[src/rtl/dio_pkg.sv]
// Shared offsets and helpers for the isolated I/O port register block.
// Assumes a fixed eight-byte window in which output lane n sits at 4n and
// input lane n at 4n+1.
package dio_pkg;
    localparam int ADDR_W = 3;

    localparam logic [ADDR_W-1:0] OFS_IRQ_CTL = 3'd2;
    localparam logic [ADDR_W-1:0] OFS_IRQ_ACK = 3'd1;

    // Offset of output lane l.
    function automatic logic [ADDR_W-1:0] out_ofs(input int l);
        return ADDR_W'(l * 4);
    endfunction

    // Offset of input lane l.
    function automatic logic [ADDR_W-1:0] in_ofs(input int l);
        return ADDR_W'(l * 4 + 1);
    endfunction
endpackage

[src/rtl/dio_in_sync.sv]
// Multi-stage synchronizer for the input lines, followed by a change detector.
// Assumes pins are asynchronous. edge_any is high for the one cycle in which
// the synchronized value differs from its value one cycle earlier.
module dio_in_sync #(
    parameter int WIDTH  = 16,
    parameter int STAGES = 2
) (
    input  logic             clk,
    input  logic             rst_n,
    input  logic [WIDTH-1:0] pins,
    output logic [WIDTH-1:0] sync_q,
    output logic             edge_any
);
    logic [WIDTH-1:0] chain [STAGES];
    logic [WIDTH-1:0] prev_q;

    // Shift the pins through the synchronizer chain.
    always_ff @(posedge clk) begin
        if (!rst_n) begin
            for (int i = 0; i < STAGES; i++) chain[i] <= '0;
        end else begin
            chain[0] <= pins;
            for (int i = 1; i < STAGES; i++) chain[i] <= chain[i-1];
        end
    end

    assign sync_q = chain[STAGES-1];

    // Hold the synchronized value from one cycle earlier.
    always_ff @(posedge clk) begin
        if (!rst_n) prev_q <= '0;
        else        prev_q <= sync_q;
    end

    // Flag any bit that changed, whichever way it moved.
    always_comb edge_any = |(sync_q ^ prev_q);
endmodule

[src/rtl/dio_out_lane.sv]
// One byte of output drive, loaded on a decoded write strobe.
// Assumes the strobe is already qualified by address.
module dio_out_lane #(
    parameter int          BYTE_W    = 8,
    parameter logic [BYTE_W-1:0] RESET_VAL = '1
) (
    input  logic              clk,
    input  logic              rst_n,
    input  logic              load,
    input  logic [BYTE_W-1:0] wdata,
    output logic [BYTE_W-1:0] q
);
    // Latch the write data, or return to the reset level.
    always_ff @(posedge clk) begin
        if (!rst_n)    q <= RESET_VAL;
        else if (load) q <= wdata;
    end
endmodule

[src/rtl/dio_irq_ctrl.sv]
// Interrupt enable plus a sticky pending flag for change-of-state events.
// Assumes edge_any is a one-cycle pulse. A new edge beats a clear in the same
// cycle, and a disable beats an enable in the same cycle.
module dio_irq_ctrl (
    input  logic clk,
    input  logic rst_n,
    input  logic en_set,
    input  logic en_clr,
    input  logic pend_clr,
    input  logic edge_any,
    output logic irq_en,
    output logic irq_out
);
    logic pending;

    // Track the enable, which reads and writes of the control offset drive.
    always_ff @(posedge clk) begin
        if (!rst_n)      irq_en <= 1'b0;
        else if (en_clr) irq_en <= 1'b0;
        else if (en_set) irq_en <= 1'b1;
    end

    // Set on an enabled edge and hold until a clear; the edge wins a tie.
    always_ff @(posedge clk) begin
        if (!rst_n)                  pending <= 1'b0;
        else if (edge_any && irq_en) pending <= 1'b1;
        else if (pend_clr)           pending <= 1'b0;
    end

    // Gate the pending flag with the enable.
    always_comb irq_out = pending & irq_en;
endmodule

[src/rtl/dio_port_regs.sv]
// Top of the isolated I/O port register block: decodes the byte window, holds
// the output lanes, and exposes synchronized inputs and a change interrupt.
// Assumes at most one strobe per cycle from a single host, with two lanes
// fitting the eight-byte window.
module dio_port_regs #(
    parameter int BYTE_W      = 8,
    parameter int LANES       = 2,
    parameter int SYNC_STAGES = 2
) (
    input  logic                          clk,
    input  logic                          rst_n,
    input  logic [dio_pkg::ADDR_W-1:0]    bus_addr,
    input  logic                          bus_rd,
    input  logic                          bus_wr,
    input  logic [BYTE_W-1:0]             bus_wdata,
    output logic [BYTE_W-1:0]             bus_rdata,
    input  logic [BYTE_W*LANES-1:0]       pins_in,
    output logic [BYTE_W*LANES-1:0]       drive_out,
    output logic                          irq_out
);
    import dio_pkg::*;

    localparam int LINES = BYTE_W * LANES;

    logic [LINES-1:0] sync_q;
    logic             edge_any;
    logic             irq_en;
    logic             ctl_rd, ctl_wr, ack_wr;

    dio_in_sync #(.WIDTH(LINES), .STAGES(SYNC_STAGES)) in_sync_i (
        .clk(clk), .rst_n(rst_n), .pins(pins_in),
        .sync_q(sync_q), .edge_any(edge_any)
    );

    for (genvar l = 0; l < LANES; l++) begin : g_lane
        logic load;
        // Decode the write strobe for this output lane.
        always_comb load = bus_wr && (bus_addr == out_ofs(l));
        dio_out_lane #(.BYTE_W(BYTE_W), .RESET_VAL('1)) lane_i (
            .clk(clk), .rst_n(rst_n), .load(load), .wdata(bus_wdata),
            .q(drive_out[l*BYTE_W +: BYTE_W])
        );
    end

    // Decode the accesses that have interrupt side effects.
    always_comb begin
        ctl_rd = bus_rd && (bus_addr == OFS_IRQ_CTL);
        ctl_wr = bus_wr && (bus_addr == OFS_IRQ_CTL);
        ack_wr = bus_wr && (bus_addr == OFS_IRQ_ACK);
    end

    dio_irq_ctrl irq_i (
        .clk(clk), .rst_n(rst_n), .en_set(ctl_rd), .en_clr(ctl_wr),
        .pend_clr(ack_wr), .edge_any(edge_any), .irq_en(irq_en),
        .irq_out(irq_out)
    );

    // Select input lane data, or all ones for any other offset.
    always_comb begin
        bus_rdata = '1;
        for (int l = 0; l < LANES; l++)
            if (bus_addr == in_ofs(l)) bus_rdata = sync_q[l*BYTE_W +: BYTE_W];
    end
endmodule

[config.mk]
export PLATFORM = sky130hd
export DESIGN_NAME = dio_port_regs
export DESIGN_NICKNAME = d
export VERILOG_FILES = /design/src/rtl/dio_pkg.sv /design/src/rtl/dio_in_sync.sv /design/src/rtl/dio_out_lane.sv /design/src/rtl/dio_irq_ctrl.sv /design/src/rtl/dio_port_regs.sv
export SDC_FILE = /design/constraint.sdc
export NUM_CORES = 1
export LEC_CHECK = 0
export BUFFER_PORTS_ARGS = -buffer_cell sky130_fd_sc_hd__clkbuf_2
export CAP_MARGIN = 30
export CORE_ASPECT_RATIO = 0.6
export CORE_MARGIN = 2
export CORE_UTILIZATION = 45
export DETAILED_ROUTE_END_ITERATION = 8
export HOLD_SLACK_MARGIN = 0.1
export PLACE_DENSITY = 0.67
export SYNTH_ARGS = -nofsm -noshare
export SYNTH_HDL_FRONTEND = slang
export SYNTH_SLANG_ARGS = --single-unit
[constraint.sdc]
create_clock -name clk -period 1.75 [get_ports clk]
set_input_delay 0.2625 -clock clk [delete_from_list [all_inputs] [get_ports clk]]
set_output_delay 0.2625 -clock clk [all_outputs]
set_load 0.02 [all_outputs]
---- Word level (Yosys, flattened, before mapping) ----
Memories as Yosys holds them, arrays and structs flattened.
Index checks and enable logic that the tools add are counted.
cells by class
  equality and inequality tests ........... 4
  muxes and demuxes ....................... 8
  bitwise gates (word level) .............. 5
  reduce and logical (&&, ||, !) cells .... 10
operators with widths
  kind                                                                    count
  16-bit two-way mux                                                      2
  8-bit two-way mux                                                       2
  16-bit OR reduction                                                     1
  16-bit XOR                                                              1
  3-bit equality test (second input constant)                             2
  1-bit logical AND                                                       6
  1-bit two-way mux                                                       4
  3-bit by 1-bit equality test with 1-bit output (second input constant)  1
  3-bit by 2-bit equality test with 1-bit output (second input constant)  1
  3-bit logical NOT                                                       1
  1-bit OR                                                                2
  2-bit nonzero test                                                      1
  2-bit OR reduction                                                      1
  1-bit AND                                                               1
  1-bit NOT                                                               1
word-level totals
  flip-flop bits (word level) ............. 34
  bits in writable memories ............... 32
  input bits .............................. 31
  output and inout port bits .............. 25
  word-level logic and storage cells ...... 33
  memories ................................ 1
memories
  memory           words  width  rd ports  clocked after Yosys merged registers in  wr ports  RTL line           RTL
  in_sync_i.chain  2      16     2         0                                        2         dio_in_sync.sv:14  logic [WIDTH-1:0] chain [STAGES];

---- Logic depth before layout (Yosys ltp) ----
  depth after elaboration ................. 4
  gate-level depth with buffers ........... 5
  mapped depth without buffers ............ 4

---- Modules after synthesis ----
Synthesis repeated with hierarchy kept, for this count alone.
second synthesis, totals
  cells, all modules ...................... 224
  area, all modules ....................... 2,414.8 um^2
modules (own cells, without submodules)
  module         instances  cells each  area each (um^2)  sequential area each (um^2)
  dio_in_sync    1          138         1,576.5           960.9
  dio_out_lane   2          26          285.3             160.2
  dio_port_regs  1          26          182.7             0.0
  dio_irq_ctrl   1          8           85.1              40.0

---- Worst setup path after synthesis ----
No wires, ideal clock.
  path kind ............................... input to register
  start point ............................. in bus_addr[2] in the netlist's numbering
  end point ............................... reg g_lane[0].lane_i.q[0]
  library setup time ...................... 0.137 ns
  arrival ................................. 0.987 ns
  required time ........................... 1.613 ns
  slack ................................... 0.626 ns
  cell stages on the path ................. 5
  buffers on the path ..................... 1
  path through ............................ nand2b_1 or3_1 buf_2 nand2_1 nand3_1
on the way
  cells in the longest elaborated chain, start to end .. 2
ends and longest elaborated chain
  item                    RTL line             RTL
  start: declaration      dio_port_regs.sv:12  input logic [dio_pkg::ADDR_W-1:0] bus_addr,
  3-bit logical NOT       dio_port_regs.sv:38  always_comb load = bus_wr && (bus_addr == out_ofs(l));
  1-bit logical AND       dio_port_regs.sv:38
  end signal: assignment  dio_out_lane.sv:16   else if (load) q <= wdata;
  end: declaration        dio_out_lane.sv:11   output logic [BYTE_W-1:0] q
Every way passes these cells.
A chain may end at the register's enable or synchronous reset.

==> impl_results.md <==
* Status: finished, final reports clean
* Placed cell areas at 2590 µm²
* Share of layout cells above drive strength 1 at 25.3%
* Drt first pass iters at 4
* Initial antenna violation count at 0
* Synth Register Bits at 66
* Final ANT Viol Nets at 0
* CP Capture Type: primary output
* Switching power of the nets at 0.667 mW
* Slowest CP cell: dfxtp_1
* Final Max Slew Viols at 0
* Final #Nets at 316
* Most instantiated cells after synthesis: 66 x dfxtp_1, 49 x and2_1, 43 x nand2_1, 17 x nand3_1, 16 x xnor2_1
* Hold violation count in the final report at 0
* Vias in the first global route at 1,519
* CP Class: register to primary output
* Worst-path clk slew at 0.06 ns
* Clock buffer depth at 2
* Internal at 2.25 mW
* Die Footprint at 5590 µm²
* Power Dens Cells at 1060 nW/µm²
* Synth top area cells: dfxtp_1 59%, and2_1 14%, nand2_1 7.2%
* Switching Fraction at 22.9%
* # port buffers at 55
* Mapped cell area at 2250 µm²
* Drt initial violations at 56
* Worst setup path start: in_sync_i.chain[0][17]
* Reg2reg setup slack at 0.45 ns
* P_leak at 1.25 nW
* Ys async rst share at 0%
* CP max stage delay at 0.42 ns
* Die X-Extent at 95.2 µm
* CP arrival at 1.08 ns
* RR Endpoint: irq_i.pending
* Critical path depth in cells at 3
* Synth area leader: dfxtp_1
* Setup slack after layout at 0.408 ns
* Chip height at 58.7 µm
* CP Max Fanout at 3
* RSZ-0062 raised after global routing: false
* Starting density of the core at 48.0%
* Post-synth top area share at 58.8%
* Clock power frac at 37.4%
* Worst Skew at 0.00861 ns
* Peak VDD IR at 488 µV
* Crit path buffers/inverters at 1
* CP Cell Sequence: mux2i_1, nand2_1, clkbuf_2
* Ports at 56
* Cells after synthesis at 227
* Seq/Total Area, Yosys at 58.8%
* H-Tree Depth at 3
* Syn_nets at 258
* CP endpoint: bus_rdata[1]
* Largest net degree at the start of global routing at 41
* Routability cong. at 0.706
* Total GRT Usage at 16.9%
* Rows at 19
* Number of max-cap violations at 0
* Worst min-delay path category: input pin to register
* Part of the cycle the worst path needs at 76.7%
* Post-synth EDFFs at 0
* First-pass GRT wire length at 6860 µm
* CTS tree: done
* Via count normalized by instance count at 4.50
* Number of synthesis warnings at 0
* Register share of total power at 54.6%
* R2r startpoint: in_sync_i.chain[0][19]
* CP Launch Type: register
* Residual DRC count at 0
* Via count at 1,585
* Core area at 4680 µm²
* DPL Wire Length at 2900 µm
* Post-CTS Resized at 0
* Fmax at 0.745 GHz
* Syn-to-layout area delta at 22.7%
* Crit-path leading delay family: flip-flops
* Sink Count at 66
* Reg2reg path depth at 4
* Syn Area/Cell at 9.90 µm²
* Routed WL per cell at 11.7 µm
* Top FF cell, synth: dfxtp_1
* Synth cell types at 22
* Post-CTS Setup Inserts at 0
* Final wirelength at 4130 µm
* # fillers at 428
* Required @ worst endpoint at 1.49 ns
* Fin Setup TNS at 0 ns
* # setup viols final at 0
* CTS buffer count at 9
* Worst-Skew Late Latency at 0.33 ns
* Max_slew headroom at 63.7%
* Dpl ws at 0.403 ns
* Total grt overflow at 0
* Fin area at 2760 µm²
* Ant diodes at 0
* Clock root cell: clkbuf_8
* Least-Margin Pin Slew at 0.542 ns
* Tmin final at 1.34 ns
* Most common cell in the netlist: dfxtp_1
* Post-CTS Hold Fix Bufs at 0
* Logic pwr share at 8.0%
## worst reg2reg max path, cell delays in order (launching register included)
cell and delay [ns]:
dfxtp_1 0.33, xnor2_1 0.23, nand4_1 0.14, nor4_1 0.36
o21ai_0 0.14
## worst min-delay path by stage
stage	startpoint	endpoint	slack (ns)	cells after the start
finish	pins_in[15]	in_sync_i.chain[0][15]	0.14	2
floorplan	bus_wdata[0]	g_lane[0].lane_i.q[0]	0.39	2
global route	pins_in[6]	in_sync_i.chain[0][6]	0.11	2
CTS	pins_in[15]	in_sync_i.chain[0][15]	0.12	2
detailed placement	in_sync_i.chain[0][1]	in_sync_i.chain[0][17]	0.42	1
global placement	in_sync_i.chain[0][12]	in_sync_i.chain[0][28]	0.42	1
## cells in the final DEF (no fill, tap or decap), types with 2 or more instances in the layout
master,count
and2_1,49
clkbuf_8,11
dfxtp_1,66
nor2_1,2
clkinv_2,3
nand3_1,17
nand2_1,43
nand4_1,4
buf_4,2
clkbuf_2,55
mux2i_1,8
xnor2_1,16
## sequential cells by signal, indices dropped and copies added (netlist names)
signal / count
g_lane.lane_i.q: 16
irq_i.irq_en: 1
in_sync_i.chain: 32
irq_i.pending: 1
in_sync_i.prev_q: 16
## per-layer routing
layer,GRT usage (%),up-vias,routed length (µm)
met5,0,-,0
met4,6.21,0,30
met3,7.68,4,249
met2,23.9,36,1760
met1,22.6,711,2080
li1,-,834,-
## power by group through the flow
stage | Clock [mW] | Combinational, mW | Sequential (mW)
6_report | 1.09 | 0.234 | 1.59
5_1_grt | 1.20 | 0.262 | 1.60
4_1_cts | 1.12 | 0.238 | 1.59
3_5_place_dp | 0 | 0.237 | 1.63
3_3_place_gp | 0 | 0.232 | 1.62
2_1_floorplan | 0 | 0.132 | 1.63
## kinds of logic (layout without fill, tap and decap cells)
kind of cell | after synthesis | in the layout | share of synthesized area [%]
xor gates and xnor gates | 16 | 16 | 6.24
and+or+nand+nor | 122 | 122 | 28.2
DFF | 66 | 66 | 58.8
buffers and inverters | 12 | 74 | 2.39
AOI/OAI and AO/OA | 3 | 3 | 0.779
muxes | 8 | 8 | 3.56
## cell type report
class	count	area (µm²)	area share, %
clock buffer	12	155	5.63
clock inverter	3	15.0	0.545
inverter	1	3.75	0.136
multi-input combinational	149	872	31.6
sequential	66	1320	47.9
tap	63	78.8	2.86
timing repair buffer	58	310	11.3
## through the flow
step / cells / total power [mW] / hold slack (ns) / utilization, %
floorplan: 227 / 1.77 / 0.386 / -
global placement: 337 / 1.86 / 0.418 / 55.2
detailed placement: 337 / 1.86 / 0.419 / 55.2
CTS: 352 / 2.95 / 0.124 / 58.9
global route: 352 / 3.06 / 0.115 / 58.9
finish: 352 / 2.91 / 0.136 / 58.9
Power figures use the tool's default switching activity.
